**src/rtl/chan_addr_reducer.sv**
```systemverilog
module chan_addr_reducer #(
  parameter int ADDR_W   = 46,
  parameter int NUM_ENT  = 8,
  parameter int NUM_CHAN = 3,
  localparam int ENT_W   = (NUM_ENT  > 1) ? $clog2(NUM_ENT)  : 1,
  localparam int CH_W    = (NUM_CHAN > 1) ? $clog2(NUM_CHAN) : 1
) (
  input  logic              clk,
  input  logic              rst_n,
  input  logic              cfg_we,
  input  logic [1:0]        cfg_sel,
  input  logic [ENT_W-1:0]  cfg_entry,
  input  logic [CH_W-1:0]   cfg_chan,
  input  logic [31:0]       cfg_wdata,
  input  logic              start,
  input  logic [ADDR_W-1:0] sys_addr,
  input  logic [CH_W-1:0]   chan_idx,
  output logic              busy,
  output logic              done,
  output logic              miss,
  output logic [ADDR_W-1:0] chan_addr,
  output logic [3:0]        skt_ways,
  output logic [2:0]        chn_ways
);
  localparam int FLD_LSB = 26;
  localparam int CNT_W   = $clog2(ADDR_W + 1);

  typedef enum logic [1:0] {ST_IDLE, ST_LOOK, ST_STEP, ST_DIV} st_t;

  function automatic logic [4:0] gran_pos(input logic [1:0] code);
    case (code)
      2'd0:    return 5'd6;
      2'd1:    return 5'd8;
      2'd2:    return 5'd12;
      default: return 5'd30;
    endcase
  endfunction

  logic [19:0] base_f [NUM_ENT];
  logic [19:0] lim_f  [NUM_ENT];
  logic [1:0]  sg_f   [NUM_ENT];
  logic [1:0]  cg_f   [NUM_ENT];
  logic [1:0]  sw_f   [NUM_ENT];
  logic [1:0]  cw_f   [NUM_ENT];
  logic [19:0] off_f  [NUM_ENT][NUM_CHAN];

  always_ff @(posedge clk or negedge rst_n) begin
    if (!rst_n) begin
      for (int e = 0; e < NUM_ENT; e++) begin
        base_f[e] <= '0; lim_f[e] <= '0;
        sg_f[e] <= '0; cg_f[e] <= '0; sw_f[e] <= '0; cw_f[e] <= '0;
        for (int c = 0; c < NUM_CHAN; c++) off_f[e][c] <= '0;
      end
    end else if (cfg_we) begin
      case (cfg_sel)
        2'd0: begin
          base_f[cfg_entry] <= cfg_wdata[31:12];
          cg_f[cfg_entry]   <= cfg_wdata[7:6];
          sg_f[cfg_entry]   <= cfg_wdata[5:4];
        end
        2'd1: begin
          lim_f[cfg_entry] <= cfg_wdata[31:12];
          sw_f[cfg_entry]  <= cfg_wdata[11:10];
          cw_f[cfg_entry]  <= cfg_wdata[9:8];
        end
        2'd2: begin
          for (int c = 0; c < NUM_CHAN; c++)
            if (CH_W'(c) == cfg_chan) off_f[cfg_entry][c] <= cfg_wdata[23:4];
        end
        default: ;
      endcase
    end
  end

  st_t              st;
  logic [ADDR_W-1:0] orig, cur, div_q;
  logic [CH_W-1:0]   chan_r;
  logic [1:0]        sg_r, cg_r, sw_r, cw_r, div_r;
  logic              ord_cf, step;
  logic [CNT_W-1:0]  div_cnt;

  assign busy = (st != ST_IDLE);

  logic             hit;
  logic [ENT_W-1:0] hit_idx;
  always_comb begin
    hit = 1'b0;
    hit_idx = '0;
    for (int e = NUM_ENT - 1; e >= 0; e--) begin
      if (orig >= ADDR_W'({base_f[e], {FLD_LSB{1'b0}}}) &&
          orig <= ADDR_W'({lim_f[e], {FLD_LSB{1'b1}}})) begin
        hit = 1'b1;
        hit_idx = ENT_W'(e);
      end
    end
  end

  logic [19:0] off_sel;
  always_comb begin
    off_sel = '0;
    for (int c = 0; c < NUM_CHAN; c++)
      if (CH_W'(c) == chan_r) off_sel = off_f[hit_idx][c];
  end
  wire [ADDR_W-1:0] off_full = ADDR_W'({off_sel, {FLD_LSB{1'b0}}});

  wire       step_is_chn = ord_cf ? !step : step;
  wire [4:0] step_s      = step_is_chn ? gran_pos(cg_r) : gran_pos(sg_r);
  wire       step_three  = step_is_chn && (cw_r == 2'd2);
  wire [1:0] chn_lg      = (cw_r == 2'd3) ? 2'd2 : cw_r;
  wire [1:0] step_lg     = step_is_chn ? chn_lg : sw_r;

  wire [ADDR_W-1:0] q_sh     = cur >> step_s;
  wire [ADDR_W-1:0] low_mask = (ADDR_W'(1) << step_s) - ADDR_W'(1);
  wire [ADDR_W-1:0] low_src  = ord_cf ? cur : orig;
  wire [ADDR_W-1:0] quot     = (st == ST_DIV) ? div_q : (q_sh >> step_lg);
  wire [ADDR_W-1:0] step_res = (quot << step_s) | (low_src & low_mask);

  wire [2:0] rem3   = {div_r, div_q[ADDR_W-1]};
  wire       rem_ge = (rem3 >= 3'd3);
  wire [2:0] rem_n  = rem_ge ? (rem3 - 3'd3) : rem3;

  wire div_end = (st == ST_DIV) && (div_cnt == CNT_W'(ADDR_W));
  wire apply   = ((st == ST_STEP) && !step_three) || div_end;

  always_ff @(posedge clk or negedge rst_n) begin
    if (!rst_n) begin
      st <= ST_IDLE; orig <= '0; cur <= '0; chan_r <= '0;
      sg_r <= '0; cg_r <= '0; sw_r <= '0; cw_r <= '0;
      ord_cf <= 1'b0; step <= 1'b0;
      div_q <= '0; div_r <= '0; div_cnt <= '0;
      done <= 1'b0; miss <= 1'b0; chan_addr <= '0;
      skt_ways <= '0; chn_ways <= '0;
    end else begin
      done <= 1'b0;
      miss <= 1'b0;
      case (st)
        ST_IDLE: if (start) begin
          orig <= sys_addr;
          chan_r <= chan_idx;
          st <= ST_LOOK;
        end
        ST_LOOK: if (!hit) begin
          done <= 1'b1; miss <= 1'b1; chan_addr <= '0;
          skt_ways <= '0; chn_ways <= '0;
          st <= ST_IDLE;
        end else begin
          cur  <= orig - off_full;
          sg_r <= sg_f[hit_idx]; cg_r <= cg_f[hit_idx];
          sw_r <= sw_f[hit_idx]; cw_r <= cw_f[hit_idx];
          ord_cf <= (cw_f[hit_idx] == 2'd2) &&
                    (gran_pos(sg_f[hit_idx]) > gran_pos(cg_f[hit_idx]));
          skt_ways <= 4'd1 << sw_f[hit_idx];
          chn_ways <= {1'b0, cw_f[hit_idx]} + 3'd1;
          step <= 1'b0;
          st <= ST_STEP;
        end
        ST_STEP: if (step_three) begin
          div_q <= q_sh; div_r <= '0; div_cnt <= '0;
          st <= ST_DIV;
        end
        ST_DIV: if (!div_end) begin
          div_q <= {div_q[ADDR_W-2:0], rem_ge};
          div_r <= rem_n[1:0];
          div_cnt <= div_cnt + CNT_W'(1);
        end
        default: st <= ST_IDLE;
      endcase
      if (apply) begin
        if (!step) begin
          cur <= step_res; step <= 1'b1; st <= ST_STEP;
        end else begin
          chan_addr <= step_res; done <= 1'b1; st <= ST_IDLE;
        end
      end
    end
  end

  AST_DONE_PULSE: assert property (@(posedge clk) disable iff (!rst_n) done |=> !done);
  AST_BUSY_ON_ACCEPT: assert property (@(posedge clk) disable iff (!rst_n) (start && !busy) |=> busy);
  AST_IDLE_HOLD: assert property (@(posedge clk) disable iff (!rst_n) (!busy && $past(!busy)) |-> $stable(chan_addr));
  AST_MISS_WITH_DONE: assert property (@(posedge clk) disable iff (!rst_n) miss |-> (done && chan_addr == '0));
  AST_START_IGNORED: assert property (@(posedge clk) disable iff (!rst_n) (start && busy) |=> $stable(orig));
  AST_DIV_REM: assert property (@(posedge clk) disable iff (!rst_n) (st == ST_DIV) |-> (div_r < 2'd3));
  AST_WAYS_SHAPE: assert property (@(posedge clk) disable iff (!rst_n) (done && !miss) |-> ($countones(skt_ways) == 1 && chn_ways >= 3'd1 && chn_ways <= 3'd4));
endmodule

```
**config.mk**
```make
export PLATFORM = sky130hd
export DESIGN_NAME = chan_addr_reducer
export DESIGN_NICKNAME = d
export VERILOG_FILES = /design/src/rtl/chan_addr_reducer.sv
export SDC_FILE = /design/constraint.sdc
export NUM_CORES = 2
export LEC_CHECK = 0
export BUFFER_PORTS_ARGS = -buffer_cell sky130_fd_sc_hd__buf_2
export CORE_ASPECT_RATIO = 2
export CORE_UTILIZATION = 27
export DETAILED_ROUTE_END_ITERATION = 16
export PLACE_DENSITY = 0.44
export SYNTH_ARGS = -nofsm -noshare
export SYNTH_HDL_FRONTEND = slang
export SYNTH_SLANG_ARGS = --single-unit
```
**constraint.sdc**
```tcl
create_clock -name clk -period 11.39 [get_ports clk]
set_input_delay 1.7085 -clock clk [delete_from_list [all_inputs] [get_ports clk]]
set_output_delay 1.7085 -clock clk [all_outputs]
set_load 0.02 [all_outputs]
```
==> flow_summary.toml <==
[detailed_routing]
drtIter0Drc = 2828
route.vias.total = 45381
drc = 0
drt-total-wl_um = 223000
first_pass_iters = 6
ant_nets = 0
wire_per_inst_um = 25.0
via_per_inst = 5.10

[finish]
fin_nets = 6259
drive_gt1_share_pct = 25.1
areaGrowthSynthToFinish_pct = 12.6
multiInputGateArea_mm2 = 0.0323
seqCellArea_mm2 = 0.0270
fillers = 23425

[critical_path]
max_stage_delay_ns = 0.70
r2r-start = "orig[34]"
slowest_stage = "dfrtp_1"
cp.required_ns = 12.03
cp-endpoint = "cur[45]"
crit_type = "flip-flop to flip-flop"
cp-start-kind = "flip-flop"
rr_endpoint = "cur[45]"
crit_fanout = 57
r2r_slack_ns = 2.27
worstRegToRegCells = 29
arrival_ns = 9.77
end_kind = "flip-flop"
startpoint = "orig[34]"

[synthesis]
syn_inst = 5832
syn-cell-area_mm2 = 0.0620
syn_area_per_cell_um2 = 10.6
yosysMostFrequentCell = "dfrtp_1"
synth_top_area_share_pct = 43.5
netlist_top_cells_area = "dfrtp_1 (44%), mux2_2 (16%), ha_1 (7.4%), mux2i_1 (5.8%), nand2_1 (3.3%)"
synthFlopType = "dfrtp_1"
synthDistinctLibCells = 91
synth_top_area_cell = "dfrtp_1"
ys_seq_area_share_pct = 43.5
synth_nets = 6289
ys_warn_count = 0
yosys-top-cells-count = "dfrtp_1 (1079), mux2_2 (902), nand2_1 (547)"
synth-async-reset-ratio_pct = 100
synth_edf_count = 0
ys_ff_latch = 1079

[power]
seqPwrFrac_pct = 37.6
peakVddDrop_v = 0.000126
p_per_area_mw_per_mm2 = 171
power_w = 0.0119
p_int_w = 0.00780
switching_share_pct = 34.5
p_sw_w = 0.00411
p_comb_share_pct = 31.3
power_frac_clock_pct = 31.1
leakage_nw = 33.3

[floorplan]
dieArea_mm2 = 0.232
initial_core_util_pct = 27.2
rows = 248
io_pins = 147
core_mm2 = 0.228
dieWidth_um = 341
dieHeight_um = 680

[global_routing]
grt_use_total_pct = 19.1
gr-total-overflow = 0
first_global_vias = 47192
antenna_found_initial = 29
grt_max_degree = 167
grt_pass1_wl_um = 327000

[clock_tree]
post_cts_buffers = 0
cts_tree = "yes"
ctsHoldBuffers = 0
clkLatencyLatePin_ns = 0.79
clockRootBuffer = "clkbuf_16"
path_clk_slew_ns = 0.07
clkSinkCount = 1079
htree_levels = 3
cts.path.max_buffers = 3
cts_resized = 0
cts_buffers = 106

[placement]
dp_hpwl_um = 155000
place.gp.congestion = 0.958
pre_cts_slack_ns = 2.07
io_buffers = 142

[timing]
setup_viol = 0
fin_ws_ns = 2.27
slew_headroom_pct = 16.4
period_needed_ns = 9.12
fin_setup_tns_ns = 0
skew_ns = 0.109
fin_crit_sh_pct = 80.1
maxSlewViolCount = 0
max_freq_mhz = 110
final_hold_viol_count = 0
whs_ns = 0.479
worstMarginPinSlew_ns = 1.25
rsz0062_at_grt = "false"

[flow_run]
drv_cap = 0

[run_status]
outcome = "complete, no violations"

[min_path]
min_path_type = "flip-flop to flip-flop"
worst max-delay path, delay by kind of cell (launching register included):
family	cells	cell delay (ns)
simple gates	6	2.03
flops	1	0.70
compound gates	16	3.50
mux	2	0.80
buf+inv	2	0.54
xor+xnor	1	0.40
fa+ha+maj	2	0.78
state kept, by name (all words and copies together), names as in the netlist, 2 cells and up:
signal     cells
base_f       160
cg_f          16
cg_r           2
chan_addr     46
chan_r         2
chn_ways       3
cur           46
cw_f          16
cw_r           2
div_cnt        6
div_q         46
div_r          2
lim_f        160
off_f        480
orig          46
sg_f          16
sg_r           2
skt_ways       4
st             2
sw_f          16
sw_r           2
worst min path at each step:
stage / start / end / slack, ns / cells after the start
after floorplan: div_r[1] / div_r[1] / 0.44 / 2
after detailed placement: chan_addr[25] / chan_addr[25] / 0.47 / 2
after CTS: chan_addr[25] / chan_addr[25] / 0.48 / 2
final: chan_addr[7] / chan_addr[7] / 0.48 / 2
after global placement: div_r[1] / div_r[1] / 0.46 / 2
after global routing: off_f[22] / off_f[22] / 0.51 / 1
routing by layer:
layer	part of all wire [%]	global-route usage [%]	vias to the layer above
li1	-	-	20795
met1	36	19.7	23065
met2	54	36.5	1024
met3	3.6	2.34	463
met4	6.6	11.2	34
met5	0.085	0	-
cell families (layout without fill, tap and decap cells):
family / count (synthesis) / after routing / synth area share (%)
mux: 1329 / 1329 / 24.6
simple gates: 1139 / 1139 / 8.15
compound gates: 1136 / 1136 / 11.3
flops: 1079 / 1079 / 43.5
buf+inv: 769 / 825 / 4.86
fa+ha+maj: 366 / 366 / 7.40
xor+xnor: 14 / 14 / 0.210
other cells: 0 / 10 / 0
layout make-up:
| cell class | count | area share [%] |
|---|---|---|
| inverter | 361 | 1.94 |
| tap | 3000 | 5.38 |
| timing repair buffer | 270 | 2.57 |
| clock inverter | 29 | 0.597 |
| clock buffer | 165 | 4.53 |
| antenna | 10 | 0.0358 |
| sequential | 1079 | 38.7 |
| multi-input combinational | 3984 | 46.3 |
power groups by stage:
stage,clock network [W],registers (W),logic [W]
2_1_floorplan,0,0.00449,0.00260
3_3_place_gp,0,0.00453,0.00374
3_5_place_dp,0,0.00455,0.00379
4_1_cts,0.00384,0.00448,0.00381
5_1_grt,0.00397,0.00453,0.00415
6_report,0.00371,0.00448,0.00373
cells in the final DEF (no fill, tap or decap), drive strengths merged, types with 128 or more instances in the layout:
cell / n
mux2: 904
a21oi: 287
clkbuf: 165
inv: 361
nor2: 229
mux2i: 362
o21ai: 415
ha: 365
buf: 270
nand2: 547
dfrtp: 1079
nand3: 128
through the flow:
stage	instances	utilization [%]	area, µm²
detailed placement	8694	29.0	66200
global placement	8694	29.0	66200
CTS	8888	30.6	69800
finish	8898	30.6	69800
floorplan	5832	-	62000
global route	8889	30.6	69800
No activity file was read; power rests on OpenSTA's default activity.
